==> src/rtl/dll_ctrl_pkg.sv <==
package dll_ctrl_pkg;

  typedef enum logic [1:0] {
    ST_IDLE   = 2'd0,
    ST_SETTLE = 2'd1,
    ST_LOCKED = 2'd2,
    ST_FAULT  = 2'd3
  } trk_state_e;

  // status register, bit 0 is locked
  typedef struct packed {
    logic tracking;
    logic last_lead;
    logic preset_rej;
    logic err_high;
    logic err_low;
    logic locked;
  } status_t;

  localparam int STATUS_W = 6;

endpackage

==> src/rtl/dll_settle_timer.sv <==
module dll_settle_timer #(
  parameter int CNT_W = 4
) (
  input  logic             clk,
  input  logic             rst,
  input  logic             start,
  input  logic             tick,
  input  logic [CNT_W-1:0] length,
  output logic             done
);

  logic [CNT_W-1:0] cnt_q;
  logic             run_q;
  logic [CNT_W-1:0] eff_len;

  assign eff_len = (length == '0) ? CNT_W'(1) : length;

  always_ff @(posedge clk) begin
    if (rst) begin
      run_q <= 1'b0;
      cnt_q <= '0;
    end else if (start) begin
      run_q <= 1'b1;
      cnt_q <= eff_len;
    end else if (run_q && tick) begin
      if (cnt_q == CNT_W'(1)) run_q <= 1'b0;
      else                    cnt_q <= cnt_q - 1'b1;
    end
  end

  assign done = run_q && tick && (cnt_q == CNT_W'(1));

  // a running wait never holds a zero count
  a_r5_cnt_nonzero: assert property (@(posedge clk) disable iff (rst)
    run_q |-> (cnt_q != '0));

endmodule

==> src/rtl/dll_preset_check.sv <==
module dll_preset_check #(
  parameter int W = 8
) (
  input  logic [W-1:0] start_word,
  input  logic [W-1:0] period_word,
  output logic         in_window
);

  logic [W+1:0] twice_start;
  logic [W+1:0] period_ext;
  logic [W+1:0] thrice_period;

  assign twice_start   = {1'b0, start_word, 1'b0};
  assign period_ext    = {2'b00, period_word};
  assign thrice_period = period_ext + {1'b0, period_word, 1'b0};
  assign in_window     = (twice_start >= period_ext) && (twice_start <= thrice_period);

endmodule

==> src/rtl/dll_stage_split.sv <==
module dll_stage_split #(
  parameter int W      = 8,
  parameter int NSTAGE = 8,
  parameter int SW     = W + 1 - $clog2(NSTAGE)
) (
  input  logic [W-1:0]         word,
  output logic [NSTAGE*SW-1:0] codes
);

  localparam int LOG_N = $clog2(NSTAGE);

  for (genvar k = 0; k < NSTAGE; k++) begin : g_stage
    logic [W:0] biased;
    assign biased = {1'b0, word} + (W+1)'(k);
    assign codes[k*SW +: SW] = SW'(biased >> LOG_N);
  end

endmodule

==> src/rtl/dll_step_ctrl.sv <==
module dll_step_ctrl
  import dll_ctrl_pkg::*;
#(
  parameter  int WORD_W   = 8,
  parameter  int SETTLE_W = 4,
  parameter  int ALT_W    = 4,
  parameter  int NSTAGE   = 8,
  localparam int STAGE_W  = WORD_W + 1 - $clog2(NSTAGE)
) (
  input  logic                      clk,
  input  logic                      rst,
  input  logic                      step_tick,
  input  logic                      pd_lead,
  input  logic                      track_en,
  input  logic                      sar_mode,
  input  logic [SETTLE_W-1:0]       settle_len,
  input  logic [ALT_W-1:0]          alt_target,
  input  logic                      preset_load,
  input  logic [WORD_W-1:0]         preset_word,
  input  logic [WORD_W-1:0]         period_meas,
  input  logic [1:0]                rd_addr,
  output logic [WORD_W-1:0]         delay_word,
  output logic [NSTAGE*STAGE_W-1:0] stage_codes,
  output logic                      locked,
  output logic                      fault,
  output logic [WORD_W-1:0]         rd_data
);

  localparam int                IDX_W    = $clog2(WORD_W);
  localparam logic [WORD_W-1:0] WORD_MID = WORD_W'(1) << (WORD_W - 1);
  localparam logic [WORD_W-1:0] WORD_MAX = '1;

  trk_state_e        state_q;
  logic [WORD_W-1:0] word_q;
  logic [IDX_W-1:0]  idx_q;
  logic              sar_q;
  logic              lock_q, err_lo_q, err_hi_q, rej_q;
  logic              last_lead_q, have_dir_q;
  logic [ALT_W-1:0]  alt_q;

  logic              preset_ok;
  logic              settle_done;
  logic              timer_start;
  logic              decide;

  logic [WORD_W-1:0] dec_word;
  logic [IDX_W-1:0]  dec_idx;
  logic [ALT_W-1:0]  dec_alt;
  logic [ALT_W-1:0]  alt_goal;
  logic              dec_lock, dec_err_lo, dec_err_hi;
  status_t           status;

  dll_preset_check #(.W(WORD_W)) preset_i (
    .start_word (preset_word),
    .period_word(period_meas),
    .in_window  (preset_ok)
  );

  dll_settle_timer #(.CNT_W(SETTLE_W)) timer_i (
    .clk   (clk),
    .rst   (rst),
    .start (timer_start),
    .tick  (step_tick),
    .length(settle_len),
    .done  (settle_done)
  );

  dll_stage_split #(.W(WORD_W), .NSTAGE(NSTAGE), .SW(STAGE_W)) split_i (
    .word (word_q),
    .codes(stage_codes)
  );

  assign alt_goal = (alt_target == '0) ? ALT_W'(1) : alt_target;
  assign decide   = (state_q == ST_SETTLE) && track_en && settle_done && !preset_load;

  // next word for one decision
  always_comb begin
    dec_word   = word_q;
    dec_idx    = idx_q;
    dec_alt    = alt_q;
    dec_lock   = 1'b0;
    dec_err_lo = 1'b0;
    dec_err_hi = 1'b0;
    if (sar_q) begin
      dec_word[idx_q] = pd_lead;
      if (idx_q == '0) begin
        dec_lock = 1'b1;
      end else begin
        dec_word[idx_q - 1'b1] = 1'b1;
        dec_idx = idx_q - 1'b1;
      end
    end else begin
      if (pd_lead) begin
        if (word_q == WORD_MAX) dec_err_hi = 1'b1;
        else                    dec_word = word_q + 1'b1;
      end else begin
        if (word_q == '0) dec_err_lo = 1'b1;
        else              dec_word = word_q - 1'b1;
      end
      if (!dec_err_lo && !dec_err_hi && have_dir_q && (pd_lead != last_lead_q)) begin
        if (alt_q != '1) dec_alt = alt_q + 1'b1;
        if (dec_alt >= alt_goal) dec_lock = 1'b1;
      end
    end
  end

  assign timer_start = !preset_load && track_en &&
                       ((state_q == ST_IDLE) ||
                        (decide && !dec_lock && !dec_err_lo && !dec_err_hi));

  always_ff @(posedge clk) begin
    if (rst) begin
      state_q     <= ST_IDLE;
      word_q      <= WORD_MID;
      idx_q       <= '0;
      sar_q       <= 1'b0;
      lock_q      <= 1'b0;
      err_lo_q    <= 1'b0;
      err_hi_q    <= 1'b0;
      rej_q       <= 1'b0;
      last_lead_q <= 1'b0;
      have_dir_q  <= 1'b0;
      alt_q       <= '0;
    end else if (preset_load) begin
      state_q <= ST_IDLE;
      lock_q  <= 1'b0;
      if (preset_ok) begin
        word_q   <= preset_word;
        err_lo_q <= 1'b0;
        err_hi_q <= 1'b0;
        rej_q    <= 1'b0;
      end else begin
        rej_q <= 1'b1;
      end
    end else begin
      unique case (state_q)
        ST_IDLE: begin
          if (track_en) begin
            state_q    <= ST_SETTLE;
            sar_q      <= sar_mode;
            have_dir_q <= 1'b0;
            alt_q      <= '0;
            lock_q     <= 1'b0;
            if (sar_mode) begin
              word_q <= WORD_MID;
              idx_q  <= IDX_W'(WORD_W - 1);
            end
          end
        end
        ST_SETTLE: begin
          if (!track_en) begin
            state_q <= ST_IDLE;
          end else if (settle_done) begin
            last_lead_q <= pd_lead;
            have_dir_q  <= 1'b1;
            word_q      <= dec_word;
            idx_q       <= dec_idx;
            alt_q       <= dec_alt;
            if (dec_err_lo || dec_err_hi) begin
              state_q  <= ST_FAULT;
              err_lo_q <= dec_err_lo;
              err_hi_q <= dec_err_hi;
            end else if (dec_lock) begin
              state_q <= ST_LOCKED;
              lock_q  <= 1'b1;
            end
          end
        end
        ST_LOCKED: begin
          if (!track_en) begin
            state_q <= ST_IDLE;
            lock_q  <= 1'b0;
          end
        end
        ST_FAULT: begin
          if (!track_en) state_q <= ST_IDLE;
        end
        default: state_q <= ST_IDLE;
      endcase
    end
  end

  always_comb begin
    status.tracking   = (state_q == ST_SETTLE);
    status.last_lead  = last_lead_q;
    status.preset_rej = rej_q;
    status.err_high   = err_hi_q;
    status.err_low    = err_lo_q;
    status.locked     = lock_q;
  end

  always_ff @(posedge clk) begin
    if (rst) begin
      rd_data <= '0;
    end else begin
      unique case (rd_addr)
        2'd0:    rd_data <= word_q;
        2'd1:    rd_data <= {{(WORD_W-STATUS_W){1'b0}}, status};
        default: rd_data <= '0;
      endcase
    end
  end

  assign delay_word = word_q;
  assign locked     = lock_q;
  assign fault      = err_lo_q | err_hi_q;

  function automatic int code_sum(input logic [NSTAGE*STAGE_W-1:0] c);
    int s;
    s = 0;
    for (int k = 0; k < NSTAGE; k++) s += int'(c[k*STAGE_W +: STAGE_W]);
    return s;
  endfunction

  // lead grows the word by one, lag shrinks it by one
  a_r1_lead_up: assert property (@(posedge clk) disable iff (rst)
    (decide && !sar_q && pd_lead && word_q != WORD_MAX) |=> (word_q == $past(word_q) + 1'b1));
  a_r1_lag_down: assert property (@(posedge clk) disable iff (rst)
    (decide && !sar_q && !pd_lead && word_q != '0) |=> (word_q == $past(word_q) - 1'b1));

  // approximation starts from the MSB alone
  a_r2_msb_first: assert property (@(posedge clk) disable iff (rst)
    (state_q == ST_IDLE && track_en && sar_mode && !preset_load) |=> (word_q == WORD_MID));

  // an unrefused preset lies inside the window
  a_r4_preset_window: assert property (@(posedge clk) disable iff (rst)
    preset_load |=> (rej_q ||
      ((2 * int'(word_q) >= int'($past(period_meas))) &&
       (2 * int'(word_q) <= 3 * int'($past(period_meas))))));

  // no word change between ticks while waiting
  a_r5_hold_between_ticks: assert property (@(posedge clk) disable iff (rst)
    (state_q == ST_SETTLE && !step_tick && !preset_load) |=> $stable(word_q));

  // limits hold instead of wrapping
  a_r6_low_clamp: assert property (@(posedge clk) disable iff (rst)
    $rose(err_lo_q) |-> (word_q == '0));
  a_r6_high_clamp: assert property (@(posedge clk) disable iff (rst)
    $rose(err_hi_q) |-> (word_q == WORD_MAX));

  // a locked word stays put
  a_r7_lock_freeze: assert property (@(posedge clk) disable iff (rst)
    (lock_q && !preset_load) |=> $stable(word_q));

  // stage shares add up to the word
  a_r8_split_sum: assert property (@(posedge clk) disable iff (rst)
    code_sum(stage_codes) == int'(word_q));

endmodule

==> config.mk <==
export PLATFORM = sky130hd
export DESIGN_NAME = dll_step_ctrl
export DESIGN_NICKNAME = d
export VERILOG_FILES = /design/src/rtl/dll_ctrl_pkg.sv /design/src/rtl/dll_settle_timer.sv /design/src/rtl/dll_preset_check.sv /design/src/rtl/dll_stage_split.sv /design/src/rtl/dll_step_ctrl.sv
export SDC_FILE = /design/constraint.sdc
export NUM_CORES = 1
export LEC_CHECK = 0
export BUFFER_PORTS_ARGS = -buffer_cell sky130_fd_sc_hd__buf_2
export CAP_MARGIN = 20
export CORE_MARGIN = 4
export CORE_UTILIZATION = 49
export DETAILED_ROUTE_END_ITERATION = 10
export PLACE_DENSITY = 0.8
export SLEW_MARGIN = 40
export SYNTH_ARGS = -nofsm -noshare
export SYNTH_HDL_FRONTEND = slang
export SYNTH_SLANG_ARGS = --single-unit
==> constraint.sdc <==
create_clock -name clk -period 3.8 [get_ports clk]
set_input_delay 0.95 -clock clk [delete_from_list [all_inputs] [get_ports clk]]
set_output_delay 0.95 -clock clk [all_outputs]
set_load 0.02 [all_outputs]
# Word level (Yosys, flattened, before mapping)
# Cells that the tools add are included.
# op_classes
n_addsub	13
n_mul	0
div_mod_pow	0
magnitude_cmp	7
n_eq_ne	30
shift	0
mux	83
n_bitwise	3
n_reduce_logical	52
# op_table
operator	n
$mux W8	11
$mux W4	13
$mux W1	37
$add A8 B3 Y9 const B	4
$pmux W8 S2	2
$ne A2 B2 Y1 const B	11
$add A8 B2 Y9 const B	2
$mux W3	6
$logic_and A1 B1 Y1	16
$reduce_and A8 Y1	2
$ne A3 B3 Y1 const B	5
$reduce_and A7 Y1	2
$reduce_bool A2 Y1	7
$mux W2	6
$add A8 B9 Y10	1
$le A9 B10 Y1	1
$ne A5 B5 Y1 const B	2
$reduce_and A5 Y1	2
$add A8 B1 Y9 const B	1
$ge A9 B8 Y1	1
$add A8 B1 Y8 const B	1
$bwmux W8	1
$eq A8 B8 Y1 const B	1
$logic_not A4 Y1	2
other kinds (33)	51
# word_totals
reg_bits	37
latchBits	0
ramBits	0
mem_bits_ro	0
inputBits	33
mem_count	0

# Depth between registers and ports, before layout
# logic_depth
ltp_word	22
mapped_depth	15
ltp_nobuf	14

# Modules after synthesis
# From an unflattened synthesis, not the netlist that was laid out.
# unflattened
hier_cells	522
area_unflattened_um2	4108.9
# modules_own_cells
module	n_inst	cells_each	area_per_inst_um2
dll_step_ctrl	1	297	2366.0
dll_stage_split	1	108	775.7
dll_preset_check	1	79	665.6
dll_settle_timer	1	38	301.5

# Worst setup path after synthesis
# OpenSTA, ideal clock, no wires.
# synth_timing
path_type	in2reg
start	input port period_meas[1]
end	register word_q[7], in the netlist delay_word[7]
setup_ps	122
arrival_time_ps	3706
slack_ps	-28
cell_stages	15
cell_sequence	ha_1 -> a21o_1 -> a21oi_1 -> nor2b_1 -> o21a_1 -> o41ai_1 -> xnor2_1 -> ha_1 -> nand4b_1 -> o311a_1 -> o211a_1 -> a32oi_1 -> buf_2 -> a21boi_1 -> a311o_1
# synth_between
elab_chain_cells	5
elab_cells_between_ends	6
cone_classes	1 x add/sub; 2 x order compare; 1 x eq/ne; 2 x reduce/logical
# synth_rtl
element	line_no	text
start: declaration	dll_step_ctrl.sv:20	input logic [WORD_W-1:0] period_meas,
$add A8 B9 Y10	dll_preset_check.sv:15	assign thrice_period = period_ext + {1'b0, period_word, 1'b0};
$le A9 B10 Y1	dll_preset_check.sv:16	assign in_window = (twice_start >= period_ext) && (twice_start <= thrice_period);
$logic_and A1 B1 Y1 *	dll_preset_check.sv:16	
$ne A2 B1 Y1 (no line) *	-	
$reduce_and A8 Y1 (no line) *	-	
end signal: assignment	dll_step_ctrl.sv:128	word_q <= preset_word;
end signal: assignment	dll_step_ctrl.sv:156	word_q <= dec_word;
end: declaration	dll_step_ctrl.sv:34	logic [WORD_W-1:0] word_q;
# Mark *: on every way between the ends. The rest lies on a longest branch, timed or not.
# A chain may end at the register's enable or synchronous reset.

# Worst setup path in the final report
# Same ends and word-level chain as after synthesis.

==> results.rst <==
.. list-table::
   :header-rows: 1

   * - Metric
     - Value
   * - Run status
     - finished, final reports clean
   * - Number of I/O pins
     - 99
   * - Number of post-CTS setup repair buffers
     - 0
   * - Final hold violation count
     - 0
   * - Global-route wire length before repair
     - 18.04 mm
   * - CTS tree
     - yes
   * - Share of Yosys cell area claimed by the top area cell type
     - 0.1886
   * - Warnings, synthesis
     - 0
   * - Most numerous cell types in the synthesized netlist
     - sky130_fd_sc_hd__nor2_1 (60), sky130_fd_sc_hd__ha_1 (41), sky130_fd_sc_hd__a21oi_1 (37), sky130_fd_sc_hd__dfxtp_1 (37), sky130_fd_sc_hd__nand2_1 (32)
   * - Most frequent cell after synthesis
     - sky130_fd_sc_hd__nor2_1
   * - # DRC
     - 0
   * - Clk root buf
     - sky130_fd_sc_hd__clkbuf_8
   * - Startpoint Class
     - input pin
   * - Initial Util
     - 0.5056
   * - P per Cell Area
     - 338.2 nW/um^2
   * - Required time at the endpoint of the critical path
     - 3.98 ns
   * - Transition time at the pin with the least slew margin
     - 0.7184 ns
   * - Footprint of the flip-flops and latches
     - 742.0 sq um
   * - Clock Latency Late Sink
     - 0.30 ns
   * - Number of levels the H-tree was split into
     - 2
   * - Final number of max-transition violations
     - 0
   * - Clock skew
     - 0.004852 ns
   * - Number of placement rows
     - 32
   * - Final Instance Count excl. Fillers
     - 703
   * - Post-synth top area cell
     - sky130_fd_sc_hd__dfxtp_1
   * - Final Hold Slack
     - 0.4893 ns
   * - Vias in the first global route
     - 3912
   * - Number of cells on the critical path
     - 16
   * - Sum of overflow across all layers after global routing
     - 0
   * - Post-layout power
     - 1.598 mW
   * - Fraction of synthesis flops using an asynchronous set or reset pin
     - 0
   * - Portion of the post-synthesis area used by sequential elements
     - 0.1886
   * - Total via count after detailed routing
     - 4037
   * - Critical Path End Type
     - flip-flop
   * - Post-layout utilization of the core
     - 0.6084
   * - Nets@finish
     - 676
   * - Number of flip-flops and latches in the synthesized netlist
     - 37
   * - Area growth from synthesis to layout
     - 20.32%
   * - Cells after synthesis
     - 510
   * - Setup WS post-layout
     - 0.1476 ns
   * - Net count of the mapped netlist
     - 586
   * - Hold crit path type
     - flip-flop to flip-flop
   * - Die Footprint
     - 9512 sq um
   * - Post-synth top flop
     - sky130_fd_sc_hd__dfxtp_1
   * - Worst hold path stage count
     - 2
   * - CTS buffer count
     - 5
   * - Worst Path Arrival
     - 3.84 ns
   * - F_max
     - 0.2738 GHz
   * - Crit path time final
     - 3.652 ns
   * - Design area
     - 4726 sq um
   * - Maximum number of pins on one net before global-route repair
     - 27
   * - Wire per inst
     - 15.13 microns
   * - Number of instances in the placed design
     - 695
   * - Cells taking the most area after synthesis
     - sky130_fd_sc_hd__dfxtp_1 (19%), sky130_fd_sc_hd__ha_1 (13%), sky130_fd_sc_hd__xnor2_1 (6.2%)
   * - Number of unique standard cell types used by synthesis
     - 72
   * - Standard cell with the maximum stage delay on the critical path
     - sky130_fd_sc_hd__ha_2
   * - R2R cell count
     - 10
   * - Clock Sinks
     - 37
   * - Total of endpoints with negative setup slack in the final report
     - 0
   * - Setup slack after placement
     - -0.3365 ns
   * - DRT antenna net count
     - 0
   * - Area of the multi-input gates
     - 2967 sq um
   * - Startpoint-to-endpoint class of the critical path
     - input pin to flip-flop
   * - Leakage
     - 2.185 nW
   * - Instance area after placement
     - 4528 sq um
   * - Post-synth EDFFs
     - 0
   * - Via/cell ratio
     - 5.743
   * - Family with the most delay on the worst path
     - compound AO/OA/AOI/OAI gates
   * - Final RePlAce weighted congestion
     - 0.8979
   * - Number of antenna repair diodes
     - 0
   * - VDD IR max
     - 0.1714 mV
   * - Mean area per synthesized cell
     - 7.701 sq um
   * - Drt initial violations
     - 300
   * - Die boundary height
     - 97.53 microns
   * - Chip Width
     - 97.53 microns
   * - Combined buffer and inverter count along the critical path
     - 2
   * - Max Fanout on Critical Path
     - 8
   * - Count of input and output buffers
     - 97
   * - Slew headroom
     - 0.5204
   * - Post-detailed-placement half-perimeter wirelength
     - 8.239 mm
   * - Pre-Repair DR Iteration Count
     - 5
   * - Series of cell instances along the critical path
     - buf_2, ha_4, a21o_1, a21oi_2, nor2b_1, o21a_1, o41ai_2, xnor2_1, ha_2, nand4b_1, o311a_1, o211a_1, a32oi_2, buf_6, a21boi_1, a311o_1
   * - Count of filler cells inserted in the layout
     - 728
   * - Proportion of layout cells with a drive suffix above 1
     - 0.2629
   * - Number of antenna violations at the first check in global routing
     - 0
   * - Final period util
     - 0.9612
   * - Largest stage delay on the critical path
     - 0.34 ns
   * - Wirelength, routed
     - 10.64 mm
   * - Number of max-capacitance violations reported
     - 0
   * - Area of the core
     - 7767 sq um
   * - Maximum root-to-sink buffer count
     - 2
   * - Total negative setup slack
     - 0 ns
   * - Synthesized cell area
     - 3928 sq um
   * - CTS clock-pin slew for the worst setup and hold paths
     - 0.08 ns
   * - Global-route usage over all layers
     - 0.2209
## sequential cells by signal, indices dropped and copies added, names as in the netlist
| signal | flops |
|---|---|
| sar_q | 1 |
| state_q | 2 |
| locked | 1 |
| rej_q | 1 |
| err_hi_q | 1 |
| err_lo_q | 1 |
| last_lead_q | 1 |
| delay_word | 8 |
| alt_q | 4 |
| idx_q | 3 |
| rd_data | 8 |
| timer_i.cnt_q | 4 |
| timer_i.run_q | 1 |
| have_dir_q | 1 |
## power by group
| part | internal (mW) | switching, mW | total (mW) |
|---|---|---|---|
| sequential | 0.410 | 0.0468 | 0.457 |
| clock | 0.264 | 0.156 | 0.420 |
| combinational | 0.289 | 0.432 | 0.721 |
## layer usage
layer	wire, microns	part of all wire	GRT usage
met5	0	0	0
met4	125	0.012	0.05218
met3	774	0.073	0.03805
met2	5273	0.50	0.3896
met1	4465	0.42	0.2793
## placed cells by master, fill, tap and decap left out, types with 15 or more instances in the layout
master	n
sky130_fd_sc_hd__nand2_1	32
sky130_fd_sc_hd__nor2_1	60
sky130_fd_sc_hd__nor3_1	19
sky130_fd_sc_hd__a21oi_1	36
sky130_fd_sc_hd__dfxtp_1	36
sky130_fd_sc_hd__ha_1	38
sky130_fd_sc_hd__inv_1	30
sky130_fd_sc_hd__nand3_1	15
sky130_fd_sc_hd__buf_2	97
sky130_fd_sc_hd__xor2_1	22
sky130_fd_sc_hd__buf_4	19
sky130_fd_sc_hd__xnor2_1	28
## cell type report
| class | count | area share |
|---|---|---|
| repair buffers | 117 | 0.1353 |
| clock inverters | 3 | 0.01456 |
| multi-input cells | 409 | 0.6277 |
| clock buffers | 5 | 0.01456 |
| inverters | 30 | 0.02383 |
| flip-flops and latches | 37 | 0.1570 |
| well taps | 102 | 0.02701 |
## timing repair
item,CTS,global route
pin swaps,0,2
setup endpoints to repair,5,10
hold buffers,0,0
gates resized for setup,1,12
## worst register-to-register path, stage by stage, from the launching register on
cell and delay, ns:
sky130_fd_sc_hd__dfxtp_1 0.42, sky130_fd_sc_hd__ha_1 0.23, sky130_fd_sc_hd__nand3_1 0.18, sky130_fd_sc_hd__xnor2_1 0.17
sky130_fd_sc_hd__ha_1 0.28, sky130_fd_sc_hd__nand2b_1 0.14, sky130_fd_sc_hd__a211o_1 0.28, sky130_fd_sc_hd__a21oi_1 0.24
sky130_fd_sc_hd__o2111ai_1 0.26, sky130_fd_sc_hd__a21oi_1 0.21, sky130_fd_sc_hd__nor3_1 0.07
## kinds of logic after synthesis
kind of cell	Yosys count	share of synthesized area
adder cells (fa/ha/maj)	43	0.1408
other	1	0.0009548
buffers and inverters	64	0.07200
AND/OR/NAND/NOR	181	0.2338
XOR/XNOR	50	0.1115
AO/OA/AOI/OAI	122	0.2217
multiplexers	12	0.03058
flip-flops	37	0.1886
## path summary, 6_finish.rpt
kind / to / start / slack, ns
worst min register to register: rej_q / rej_q / 0.49
worst max register to register: timer_i.cnt_q[2] / alt_q[0] / 1.16
worst max-delay path: delay_word[7] / period_meas[1] / 0.15
worst min-delay path: rej_q / rej_q / 0.49
No activity file was read; power rests on OpenSTA's default activity.
